<file path="src/rtl/pswallow_pkg.sv">
package pswallow_pkg;

  // A setting is usable when the prescaler divides by at least 2,
  // at least one prescaler cycle exists, and the swallow count fits in it.
  function automatic logic cfg_ok(input int p, input int a, input int b);
    return (p >= 2) && (b >= 1) && (a <= b);
  endfunction

  // Input clocks per output period.
  function automatic int total_ratio(input int p, input int a, input int b);
    return p * b + a;
  endfunction

endpackage

</file>
<file path="src/rtl/pswallow_prescaler.sv">
module pswallow_prescaler #(
  parameter int P_W = 5
) (
  input  logic           clk,
  input  logic           rst,
  input  logic [P_W-1:0] p_val,
  input  logic           mod_sel,
  output logic           tick
);
  localparam int CW = P_W + 1;
  localparam logic [CW-1:0] ONE = 1;

  logic [CW-1:0] cnt;
  logic [CW-1:0] limit;

  // The last count of a cycle is P (for P+1 clocks) or P-1 (for P clocks).
  always_comb begin
    limit = mod_sel ? {1'b0, p_val} : ({1'b0, p_val} - ONE);
  end

  assign tick = (cnt == limit);

  always_ff @(posedge clk) begin
    if (rst)       cnt <= '0;
    else if (tick) cnt <= '0;
    else           cnt <= cnt + ONE;
  end
endmodule

</file>
<file path="src/rtl/pswallow_counters.sv">
module pswallow_counters #(
  parameter int CNT_W = 8,
  parameter int A_DEF = 2,
  parameter int B_DEF = 11
) (
  input  logic             clk,
  input  logic             rst,
  input  logic             tick,
  input  logic [CNT_W-1:0] ld_a,
  input  logic [CNT_W-1:0] ld_b,
  output logic             mod_hi,
  output logic             wrap
);
  localparam logic [CNT_W-1:0] ONE = 1;

  logic [CNT_W-1:0] a_cnt;
  logic [CNT_W-1:0] b_cnt;
  logic             last;

  assign mod_hi = (a_cnt != '0);
  assign last   = (b_cnt == ONE);
  assign wrap   = tick && last;

  always_ff @(posedge clk) begin
    if (rst) begin
      a_cnt <= A_DEF[CNT_W-1:0];
      b_cnt <= B_DEF[CNT_W-1:0];
    end else if (tick) begin
      if (last) begin
        a_cnt <= ld_a;
        b_cnt <= ld_b;
      end else begin
        b_cnt <= b_cnt - ONE;
        if (a_cnt != '0) a_cnt <= a_cnt - ONE;
      end
    end
  end
endmodule

</file>
<file path="src/rtl/pswallow_cfg.sv">
module pswallow_cfg #(
  parameter int P_W   = 5,
  parameter int CNT_W = 8,
  parameter int P_DEF = 8,
  parameter int A_DEF = 2,
  parameter int B_DEF = 11
) (
  input  logic             clk,
  input  logic             rst,
  input  logic [P_W-1:0]   in_p,
  input  logic [CNT_W-1:0] in_a,
  input  logic [CNT_W-1:0] in_b,
  input  logic             in_load,
  input  logic             wrap,
  output logic [P_W-1:0]   act_p,
  output logic [CNT_W-1:0] nxt_a,
  output logic [CNT_W-1:0] nxt_b,
  output logic             rej
);
  import pswallow_pkg::*;

  logic [P_W-1:0]   pend_p;
  logic [CNT_W-1:0] pend_a, pend_b, act_a, act_b;
  logic             pend_v;
  logic             good;

  assign good  = cfg_ok(int'(in_p), int'(in_a), int'(in_b));
  assign nxt_a = pend_v ? pend_a : act_a;
  assign nxt_b = pend_v ? pend_b : act_b;

  always_ff @(posedge clk) begin
    if (rst) begin
      act_p  <= P_DEF[P_W-1:0];
      act_a  <= A_DEF[CNT_W-1:0];
      act_b  <= B_DEF[CNT_W-1:0];
      pend_p <= '0;
      pend_a <= '0;
      pend_b <= '0;
      pend_v <= 1'b0;
      rej    <= 1'b0;
    end else begin
      rej <= in_load && !good;
      if (wrap) begin
        if (pend_v) begin
          act_p <= pend_p;
          act_a <= pend_a;
          act_b <= pend_b;
        end
        pend_v <= 1'b0;
      end
      // A load in the boundary cycle waits for the following boundary.
      if (in_load && good) begin
        pend_p <= in_p;
        pend_a <= in_a;
        pend_b <= in_b;
        pend_v <= 1'b1;
      end
    end
  end
endmodule

</file>
<file path="src/rtl/pswallow_div.sv">
module pswallow_div #(
  parameter int P_W   = 5,
  parameter int CNT_W = 8,
  parameter int P_DEF = 8,
  parameter int A_DEF = 2,
  parameter int B_DEF = 11
) (
  input  logic             clk,
  input  logic             rst,
  input  logic [P_W-1:0]   cfg_p,
  input  logic [CNT_W-1:0] cfg_a,
  input  logic [CNT_W-1:0] cfg_b,
  input  logic             cfg_load,
  output logic             cfg_err,
  output logic             mod_hi,
  output logic             div_pulse
);
  // Internal events, named for the checker.
  logic             pre_tick;
  logic             period_wrap;
  logic [P_W-1:0]   act_p;
  logic [CNT_W-1:0] nxt_a, nxt_b;

  pswallow_cfg #(.P_W(P_W), .CNT_W(CNT_W), .P_DEF(P_DEF), .A_DEF(A_DEF), .B_DEF(B_DEF)) cfg_i (
    .clk(clk), .rst(rst), .in_p(cfg_p), .in_a(cfg_a), .in_b(cfg_b), .in_load(cfg_load),
    .wrap(period_wrap), .act_p(act_p), .nxt_a(nxt_a), .nxt_b(nxt_b), .rej(cfg_err)
  );

  pswallow_prescaler #(.P_W(P_W)) pre_i (
    .clk(clk), .rst(rst), .p_val(act_p), .mod_sel(mod_hi), .tick(pre_tick)
  );

  pswallow_counters #(.CNT_W(CNT_W), .A_DEF(A_DEF), .B_DEF(B_DEF)) cnt_i (
    .clk(clk), .rst(rst), .tick(pre_tick), .ld_a(nxt_a), .ld_b(nxt_b),
    .mod_hi(mod_hi), .wrap(period_wrap)
  );

  always_ff @(posedge clk) begin
    if (rst) div_pulse <= 1'b0;
    else     div_pulse <= period_wrap;
  end
endmodule

</file>
<file path="config.mk">
export PLATFORM = sky130hd
export DESIGN_NAME = pswallow_div
export DESIGN_NICKNAME = d
export VERILOG_FILES = /design/src/rtl/pswallow_pkg.sv /design/src/rtl/pswallow_prescaler.sv /design/src/rtl/pswallow_counters.sv /design/src/rtl/pswallow_cfg.sv /design/src/rtl/pswallow_div.sv
export SDC_FILE = /design/constraint.sdc
export NUM_CORES = 1
export LEC_CHECK = 0
export BUFFER_PORTS_ARGS = -buffer_cell sky130_fd_sc_hd__buf_2
export CAP_MARGIN = 0
export CELL_PAD_IN_SITES_DETAIL_PLACEMENT = 1
export CELL_PAD_IN_SITES_GLOBAL_PLACEMENT = 2
export CORE_ASPECT_RATIO = 1.75
export CORE_MARGIN = 10
export CORE_UTILIZATION = 30
export DETAILED_ROUTE_END_ITERATION = 8
export PLACE_DENSITY_LB_ADDON = 0.15
export SYNTH_ARGS = -nofsm -noshare
export SYNTH_HDL_FRONTEND = slang
export SYNTH_SLANG_ARGS = --single-unit
</file>
<file path="constraint.sdc">
create_clock -name clk -period 2.44 [get_ports clk]
set_input_delay 0.122 -clock clk [delete_from_list [all_inputs] [get_ports clk]]
set_output_delay 0.122 -clock clk [all_outputs]
set_load 0.02 [all_outputs]
</file>
======== Word level (Yosys, flattened, before mapping) ========
Index checks and enable logic that the tools add are counted.
word-level totals
  bits in registers ....................... 67
  input bits .............................. 24
  output and inout port bits .............. 3
  logic and storage cells ................. 41
cells by class
  add/sub/neg operators ................... 4
  order comparisons ....................... 3
  eq/ne operators ......................... 2
  muxes and demuxes ....................... 8
  reductions and logical operators ........ 12
operators by type and width
  operator               count
  $mux W8                5
  $sub A8 B1 Y8 const B  2
  $eq A8 B1 Y1 const B   1
  $ge A8 B1 Y1 const B   1
  $le A8 B8 Y1           1
  $reduce_bool A8 Y1     1
  $add A6 B1 Y6 const B  1
  $eq A6 B6 Y1           1
  $mux W6                1
  $sub A5 B1 Y6 const B  1
  $ge A5 B2 Y1 const B   1
  $logic_and A1 B1 Y1    5
  $reduce_and A2 Y1      2
  $reduce_bool A2 Y1     2
  $mux W1                2
  $reduce_or A2 Y1       1
  $logic_not A1 Y1       1

======== Longest topological paths before layout ========
Gate-level depths: netlist of the first run.
  depth in word-level cells ............... 6
  mapped depth ............................ 10
  depth with buffers taken out ............ 8

======== Hierarchy ========
From an unflattened synthesis of the first run, not the netlist that was laid out.
unflattened totals
  cells, all modules ...................... 418
  area, all modules ....................... 3719.8 um^2
by module, submodules not included
  module              instances  cells an instance  area an instance (um^2)  seq. area each (um^2)
  pswallow_cfg        1          241                2188.3                   880.8
  pswallow_counters   1          126                1031.0                   320.3
  pswallow_prescaler  1          49                 466.7                    120.1
  pswallow_div        1          2                  33.8                     20.0

======== Worst setup path before layout of the first run ========
No wires, ideal clock.
  path type ............................... reg2reg
  start point ............................. register cnt_i.a_cnt[0]
  end point ............................... register cnt_i.b_cnt[3]
  data arrival time ....................... 2449 ps
  data required time ...................... 2302 ps
  slack ................................... -148 ps
  cell stages (with the launch flop) ...... 11
  clock period less this slack ............ 2588 ps
  cell sequence ........................... dfxtp_1 inv_1 ha_1 or4b_2 or4_1 a22oi_1 nand4bb_1 buf_2 buf_2 o41ai_1 o211ai_1
between the ends
  word-level cells in the longest chain between the ends .. 3
ends and longest elaborated chain
  what                      line                      source
  start: declaration        pswallow_counters.sv:16   logic [CNT_W-1:0] a_cnt;
  start signal: assignment  pswallow_counters.sv:26   a_cnt <= A_DEF[CNT_W-1:0];
  start signal: assignment  pswallow_counters.sv:30   a_cnt <= ld_a;
  start signal: assignment  pswallow_counters.sv:34   if (a_cnt != '0) a_cnt <= a_cnt - ONE;
  $reduce_bool A8 Y1        pswallow_counters.sv:20   assign mod_hi = (a_cnt != '0);
  $mux W6                   pswallow_prescaler.sv:18  limit = mod_sel ? {1'b0, p_val} : ({1'b0, p_val} - ONE);
  $eq A6 B6 Y1              pswallow_prescaler.sv:21  assign tick = (cnt == limit);
  end signal: assignment    pswallow_counters.sv:27   b_cnt <= B_DEF[CNT_W-1:0];
  end signal: assignment    pswallow_counters.sv:31   b_cnt <= ld_b;
  end signal: assignment    pswallow_counters.sv:33   b_cnt <= b_cnt - ONE;
  end: declaration          pswallow_counters.sv:17   logic [CNT_W-1:0] b_cnt;
Every way passes these cells.
A chain may end at the register's enable or synchronous reset.

======== Final worst setup path of the first run ========
Ends and elaborated chain as after synthesis.

==> results of run 1 <==
-- worst paths after layout --
path,from,to,slack (ns),cells past startpoint
max,cnt_i.a_cnt[0],cnt_i.b_cnt[3],-0.07,10
min,cfg_p[0],cfg_i.pend_p[0],0.03,3
max reg2reg,cnt_i.a_cnt[0],cnt_i.b_cnt[3],-0.07,10
min reg2reg,cfg_i.act_a[4],cfg_i.act_a[4],0.46,2
-- layer usage --
metal / up-vias / global-route usage, % / part of all wire, %
met2: 42 / 24.9 / 53
met5: - / 0 / 0
met4: 0 / 7.09 / 3.6
met1: 1570 / 14.8 / 41
li1: 1599 / - / -
met3: 20 / 2.33 / 1.9
-- repair_timing --
action,in CTS,in global routing
buffers inserted,2,1
pin swaps,7,3
resized for setup,20,16
gates cloned,0,1
setup endpoints to repair,43,38
-- synth_stat cells, drive strengths merged (2+ instances only) --
| library cell | n |
|---|---|
| o211ai | 6 |
| or4 | 2 |
| nor2 | 43 |
| a31oi | 10 |
| nor2b | 3 |
| clkbuf | 23 |
| o31ai | 4 |
| o221a | 2 |
| inv | 19 |
| mux2 | 3 |
| nand2b | 7 |
| a22oi | 3 |
| a21oi | 33 |
| and3 | 2 |
| xor2 | 2 |
| nor4b | 2 |
| dfxtp | 67 |
| or3 | 2 |
| mux2i | 37 |
| nand3b | 2 |
| xnor2 | 5 |
| o32ai | 3 |
| nor4 | 6 |
| o2111ai | 2 |
| ha | 14 |
| and2 | 2 |
| o21ai | 27 |
| nand2 | 33 |
| nand4 | 12 |
| nand3 | 6 |
| a211oi | 4 |
| nor3 | 15 |
| buf | 7 |
-- state kept, by name, indices dropped and copies added, names as in the netlist --
| signal | count |
|---|---|
| cfg_i.act_a | 8 |
| cfg_i.act_b | 8 |
| cfg_i.pend_a | 8 |
| cfg_i.pend_b | 8 |
| cnt_i.a_cnt | 8 |
| cnt_i.b_cnt | 8 |
| pre_i.cnt | 6 |
| cfg_i.act_p | 5 |
| cfg_i.pend_p | 5 |
| cfg_i.pend_v | 1 |
| cfg_i.rej | 1 |
| div_pulse | 1 |
-- final cells by class --
| cell class | count | area, um^2 | area share, % |
|---|---|---|---|
| inverter | 19 | 71.3 | 1.57 |
| multi-input combinational | 304 | 2110 | 46.5 |
| timing repair buffer | 64 | 510 | 11.2 |
| sequential | 67 | 1340 | 29.6 |
| clock inverter | 5 | 83.8 | 1.85 |
| clock buffer | 11 | 253 | 5.57 |
| tap | 135 | 169 | 3.72 |
-- stage by stage --
| stage | util, % | area, um^2 | cells | setup TNS (ns) | setup slack (ns) |
|---|---|---|---|---|---|
| detailed placement | 34.9 | 4050 | 586 | -4.28 | -0.209 |
| global placement | 34.9 | 4050 | 586 | -1.53 | -0.108 |
| finish | 39.2 | 4540 | 605 | -0.661 | -0.0652 |
| floorplan | - | 3540 | 420 | 0 | 0.0144 |
| global route | 39.2 | 4540 | 605 | -4.88 | -0.214 |
| CTS | 38.4 | 4450 | 603 | -2.01 | -0.113 |
-- logic make-up (layout without fill, tap and decap cells) --
kind of cell	Yosys count	count (layout)	synth area share, %
compound gates	100	100	17.2
xor+xnor	8	8	2.41
fa+ha+maj	14	14	4.96
buf+inv	49	99	5.95
flops	67	67	38.0
mux	40	40	11.4
simple gates	142	142	20.0
-- critical path, delay by kind of cell (launching register included) --
| kind | cells | cell delay (ns) |
|---|---|---|
| flip-flops | 1 | 0.33 |
| buffers and inverters | 3 | 0.39 |
| AO/OA/AOI/OAI | 3 | 0.46 |
| adder cells (fa/ha/maj) | 1 | 0.13 |
| AND/OR/NAND/NOR | 3 | 1.04 |
-- power by group through the flow --
stage | combinational [mW] | sequential [mW] | clock (mW)
2_1_floorplan | 0.174 | 1.17 | 0
3_3_place_gp | 0.247 | 1.19 | 0
3_5_place_dp | 0.252 | 1.19 | 0
4_1_cts | 0.259 | 1.16 | 1.49
5_1_grt | 0.289 | 1.17 | 1.53
6_report | 0.257 | 1.16 | 1.45
==> summary.md, run 1 <==
| Metric | Value |
|---|---|
| Syn Nets | `458` |
| Number of antenna violations at the first check in global routing | `0` |
| Drt via density | `5.34` |
| Number of clock sinks | `67` |
| Remaining global-route overflow | `0` |
| CTS Root Buffer Type | `sky130_fd_sc_hd__clkbuf_16` |
| Type of the worst min-delay path | `in -> reg` |
| Number of unique standard cell types used by synthesis | `49` |
| N_diodes | `0` |
| Part of the power in combinational logic | `8.9%` |
| Flip-flop and latch count after synthesis | `67` |
| Pwr/cell area | `633 nW/um^2` |
| Largest fanout on the critical path | `7` |
| Clock power share | `between 50% and 60%` |
| Fmax | `0.399 GHz` |
| Area of the die | `16,700 um^2` |
| Global placer's final weighted congestion | `0.765` |
| Max Clock Skew | `approximately 0.0065 ns` |
| Floorplan row count | `52` |
| Via count of the first global-routing pass | `3,566` |
| Fraction of synthesized cell area taken by the top area cell type | `between 30% and 40%` |
| Dominant cells by area after synthesis | `sky130_fd_sc_hd__dfxtp_1 38%, sky130_fd_sc_hd__mux2i_1 10%, sky130_fd_sc_hd__ha_1 5.0%` |
| Effective utilization at floorplan | `slightly above 30%` |
| Number of enable flip-flop cells after synthesis | `0` |
| Cell area after synthesis | `3530 um^2` |
| Area delta synth->final | `28.5%` |
| Slowest cell on crit path | `sky130_fd_sc_hd__or4b_4` |
| Relative slew slack | `35.1%` |
| Wire length of the first global-routing pass | `roughly 18 mm` |
| Clock tree from TritonCTS | `built` |
| Final setup slack of the worst path | `-0.0652 ns` |
| Proportion of power drawn by flip-flops and latches | `40.5%` |
| Most frequent standard cell in the layout excluding fill and tap cells | `sky130_fd_sc_hd__dfxtp_1` |
| Count of buffers inserted at the top-level ports | `26` |
| Top FF cell, synth | `sky130_fd_sc_hd__dfxtp_1` |
| Initial DRT Pass Iterations | `4` |
| Data arrival time of the critical path | `2.66 ns` |
| Aggregate global-route resource usage | `~14%` |
| Net Sw Frac | `a little under a quarter` |
| Critical Path End Type | `flop` |
| Insertion delay to the later sink of the worst-skew pair | `0.33 ns` |
| Sort of element at the start of the critical path | `flop` |
| Post-route ant nets | `0` |
| Final layout net count | `503` |
| Count of filler cells inserted in the layout | `1,380` |
| Most frequent cells in the layout | `66 x sky130_fd_sc_hd__dfxtp_1, 42 x sky130_fd_sc_hd__nor2_1, 37 x sky130_fd_sc_hd__mux2i_1` |
| Synthesized instance count | `420` |
| Ratio of final minimum period to clock period | `103%` |
| Max-slew violation count | `0` |
| Share of synthesized area occupied by flip-flops and latches | `38.0%` |
| HPWL after detailed placement | `approximately 8 mm` |
| Yosys warning count | `0` |
| Worst Max-Slew Pin Slew | `between 0.9 and 1 ns` |
| H-tree Lvls | `3` |
| List of cells traversed by the critical path | `inv_2, ha_4, or4b_4, or4_4, a22oi_2, nand4bb_1, buf_6, buf_12, o41ai_4, o211ai_1` |
| Setup violators final | `19` |
| Wire length after detailed routing | `10.9 mm` |
| Detailed router's first-iteration violation count | `about 100` |
| Mean routed wirelength per cell | `18.0 um` |
| CTS buffer count | `9` |
| Unrepaired setup endpoints after global routing | `yes` |
| Design Power | `2.87 mW` |
| NetSw | `approximately 0.67 mW` |
| Biggest area consumer among synthesized cells | `sky130_fd_sc_hd__dfxtp_1` |
| Clk buf depth | `2` |
| Largest vdd supply drop | `between 0.4 and 0.5 mV` |
| Final count of hold timing violations | `0` |
| Post-Route Hold Slack | `0.0313 ns` |
| Clock transition at path regs | `0.06 ns` |
| Top-level I/O count | `27` |
| Horiz. Die Dim | `between 100 and 150 um` |
| LEAKAGE | `1.75 nW` |
| Mean Syn Cell Area | `8.41 um^2` |
| Critical path class | `reg -> reg` |
| DRC Markers | `0` |
| Violations in the final reports | `setup timing` |
| FFs w/ async S/R, synth | `0%` |
| Die height | `164 um` |
| Number of buffers inserted for hold repair after clock tree synthesis | `0` |
| Number of vias in the routed layout | `around 3,200` |
| Layout cell share with drive strength beyond 1 | `24.0%` |
| Max_cap viols | `0` |
| Outcome | `finished with violations` |
| Core area | `11,600 um^2` |
| Worst path max stage delay | `0.46 ns` |
| Minimum clock period after layout | `2.51 ns` |
| Internal power consumption | `2.20 mW` |
| Largest net degree at the start of global routing | `52` |
| Req. time, crit path | `between 2 and 3 ns` |
No activity file was read; power rests on OpenSTA's default activity.
==> inputs of run 2 (changes only) <==
Settings changed: CORE_UTILIZATION 30 to 29, SKIP_LAST_GASP set to 1.
==> summary.md, run 2 (synthesis gave the netlist of run 1 again) <==
| Metric | Value |
|---|---|
| Outcome | `finished with violations (unchanged)` |
| Violations in the final reports | `setup timing (unchanged)` |
| Area of the die | `17,200 um^2 (was 16,700 um^2)` |
| Layout cell share with drive strength beyond 1 | `25.7% (was 24.0%)` |
| List of cells traversed by the critical path | `inv_2, ha_4, or4b_4, or4_4, a22oi_2, nand4bb_1, buf_6, buf_4, buf_16, nor2_4, o221a_4 (was inv_2, ha_4, or4b_4, or4_4, a22oi_2, nand4bb_1, buf_6, buf_12, o41ai_4, o211ai_1)` |
| H-tree Lvls | `3 (unchanged)` |
| Aggregate global-route resource usage | `13.8% (about the same)` |
| Post-route ant nets | `0 (unchanged)` |
| Max-slew violation count | `0 (unchanged)` |
| DRC Markers | `0 (unchanged)` |
| Relative slew slack | `47.0% (was 35.1%)` |
| Area delta synth->final | `30.9% (was 28.5%)` |
| Count of buffers inserted at the top-level ports | `26 (unchanged)` |
| Core area | `12,000 um^2 (was 11,600 um^2)` |
| Setup violators final | `27 (was 19)` |
| Final setup slack of the worst path | `-0.0980 ns (was -0.0652 ns)` |
| Proportion of power drawn by flip-flops and latches | `43.0% (was 40.5%)` |
| Unrepaired setup endpoints after global routing | `yes (unchanged)` |
| Mean routed wirelength per cell | `17.9 um (was 18.0 um)` |
| Critical Path End Type | `flop (unchanged)` |
| Effective utilization at floorplan | `29.4% (was 30.5%)` |
| Remaining global-route overflow | `0 (unchanged)` |
| Worst Max-Slew Pin Slew | `0.795 ns (was 0.973 ns)` |
| Largest net degree at the start of global routing | `52 (unchanged)` |
| Slowest cell on crit path | `sky130_fd_sc_hd__or4b_4 (unchanged)` |
| Terminating pin of the worst hold path | `cfg_i.rej (was cfg_i.pend_p[0])` |
| Most frequent standard cell in the layout excluding fill and tap cells | `sky130_fd_sc_hd__dfxtp_1 (unchanged)` |
| Design Power | `2.71 mW (was 2.87 mW)` |
| Global placer's final weighted congestion | `0.787 (was 0.765)` |
| Fmax | `0.394 GHz (was 0.399 GHz)` |
| Final layout net count | `508 (was 503)` |
| Non-Filler Instances | `640 (was 605)` |
| Drt via density | `5.14 (was 5.34)` |
| Type of the worst min-delay path | `in -> reg (unchanged)` |
| Number of clock sinks | `67 (unchanged)` |
| Setup slack on the worst flop-to-flop path | `-0.1 ns (was -0.07 ns)` |
| Fin Setup TNS | `-0.917 ns (was -0.661 ns)` |
| Clock tree from TritonCTS | `built (unchanged)` |
| CTS buffer count | `9 (unchanged)` |
| LEAKAGE | `1.78 nW (was 1.75 nW)` |
| Number of antenna violations at the first check in global routing | `0 (unchanged)` |
| Final count of hold timing violations | `0 (unchanged)` |
| Data arrival time of the critical path | `2.82 ns (was 2.66 ns)` |
| Net Sw Frac | `24.9% (was 23.5%)` |
| Wire length after detailed routing | `11.5 mm (was 10.9 mm)` |
| Pwr/cell area | `586 nW/um^2 (was 633 nW/um^2)` |
| Clock transition at path regs | `0.06 ns (about the same)` |
| Post-Place Cells | `620 (was 586)` |
| Top-level I/O count | `27 (unchanged)` |
| Hold path start | `cfg_load (was cfg_p[0])` |
| N_diodes | `0 (unchanged)` |
| CTS Root Buffer Type | `sky130_fd_sc_hd__clkbuf_16 (unchanged)` |
| Wire length of the first global-routing pass | `18.3 mm (was 18.1 mm)` |
| Design Area, Final | `4620 um^2 (was 4540 um^2)` |
| Most frequent cells in the layout | `65 x sky130_fd_sc_hd__dfxtp_1, 42 x sky130_fd_sc_hd__nor2_1, 37 x sky130_fd_sc_hd__mux2i_1 (was 66 x sky130_fd_sc_hd__dfxtp_1, 42 x sky130_fd_sc_hd__nor2_1, 37 x sky130_fd_sc_hd__mux2i_1)` |
| Depth of the worst register-to-register path | `11 (was 10)` |
| NetSw | `0.675 mW (was 0.674 mW)` |
| Ratio of final minimum period to clock period | `104% (was 103%)` |
| Sort of element at the start of the critical path | `flop (unchanged)` |
| Clk buf depth | `2 (unchanged)` |
| Clock power share | `47.3% (was 50.6%)` |
| Horiz. Die Dim | `103 um (was 102 um)` |
| Part of the power in combinational logic | `9.7% (was 8.9%)` |
| Worst path max stage delay | `0.45 ns (was 0.46 ns)` |
| Initial DRT Pass Iterations | `4 (unchanged)` |
| Worst reg2reg endpoint | `cnt_i.a_cnt[2] (was cnt_i.b_cnt[3])` |
| Count of filler cells inserted in the layout | `1,426 (was 1,380)` |
| Number of buffers inserted for hold repair after clock tree synthesis | `0 (unchanged)` |
| Critical path class | `reg -> reg (unchanged)` |
| Number of vias in the routed layout | `3,288 (was 3,231)` |
| Instance count along the most critical hold path | `3 (unchanged)` |
| Largest fanout on the critical path | `7 (unchanged)` |
| Die height | `166 um (was 164 um)` |
| Via count of the first global-routing pass | `3,514 (was 3,566)` |
| Largest vdd supply drop | `0.379 mV (was 0.415 mV)` |
| HPWL after detailed placement | `8.40 mm (was 8.13 mm)` |
| Insertion delay to the later sink of the worst-skew pair | `0.34 ns (was 0.33 ns)` |
| Max Clock Skew | `0.00878 ns (was 0.00654 ns)` |
| Worst slack, placed | `-0.175 ns (was -0.209 ns)` |
| Internal power consumption | `2.03 mW (was 2.20 mW)` |
| RR Startpoint | `cnt_i.a_cnt[1] (was cnt_i.a_cnt[0])` |
| Max_cap viols | `0 (unchanged)` |
| Floorplan row count | `53 (was 52)` |
| Req. time, crit path | `2.72 ns (was 2.59 ns)` |
| Instance area at placement | `4090 um^2 (was 4050 um^2)` |
| Minimum clock period after layout | `2.54 ns (was 2.51 ns)` |
| Detailed router's first-iteration violation count | `130 (was 98)` |
run 2: cell types whose count changed in the layout (fill, tap and decap cells not counted), sizes merged:
cell,previous run,this run
clkinvlp,2,0
inv,20,19
clkinv,0,4
bufinv,2,1
buf,63,68
run 2: repair_timing:
| item | CTS | global route |
|---|---|---|
| buffers inserted | 1 | 1 |
| endpoints found under the hold margin | 0 | 0 |
| setup endpoints to repair | 38 | 39 |
| gates resized for setup | 29 | 16 |
| pin swaps | 10 | 5 |
| gates cloned | 2 | 1 |
run 2: through the flow:
step	hold WS, ns	util (%)
floorplan	0.238	-
global placement	0.359	34.1
detailed placement	0.366	34.1
CTS	0.0152	37.7
global route	0.0336	38.5
finish	0.0221	38.5
run 2: power by group through the flow:
stage	clock network, mW	logic [mW]	registers, mW
finish	1.28	0.264	1.16
global route	1.37	0.294	1.17
CTS	1.32	0.266	1.17
detailed placement	0	0.255	1.19
global placement	0	0.248	1.19
floorplan	0	0.174	1.17
run 2: area by class of cell:
cell class,instances,area (um^2),share of cell area (%)
Timing Repair Buffer,69,559,12.1
Sequential cell,67,1340,29.1
Tap cell,165,206,4.47
Inverter,19,71.3,1.54
Multi-Input combinational cell,304,2160,46.6
Clock buffer,11,233,5.03
Clock inverter,5,53.8,1.16
run 2: how the worst max path moves through the flow:
stage | startpoint | cells after the start | endpoint | slack (ns)
floorplan | cnt_i.a_cnt[2] | 7 | cnt_i.b_cnt[0] | 0.01
global placement | cnt_i.a_cnt[0] | 10 | cnt_i.a_cnt[1] | -0.13
detailed placement | cnt_i.a_cnt[0] | 9 | cfg_i.act_b[1] | -0.18
CTS | cnt_i.a_cnt[1] | 10 | cnt_i.b_cnt[3] | -0.08
global route | cnt_i.a_cnt[0] | 10 | cfg_i.act_p[2] | -0.20
finish | cnt_i.a_cnt[1] | 11 | cnt_i.a_cnt[2] | -0.1
run 2: critical path: cells and delay by family, from the launching register on:
family / cells / cell delay [ns]
AOI/OAI and AO/OA: 2 / 0.32
adders and majority gates: 1 / 0.12
buffers and inverters: 4 / 0.56
DFF: 1 / 0.33
and+or+nand+nor: 4 / 1.15
run 2: metal layers:
| layer | up-vias | track usage (%) | share of wire, % |
|---|---|---|---|
| met5 | - | 0 | 0 |
| met4 | 0 | 4.50 | 1.7 |
| met3 | 12 | 3.12 | 2.1 |
| met2 | 38 | 24.9 | 56 |
| met1 | 1619 | 15.0 | 40 |
| li1 | 1619 | - | - |
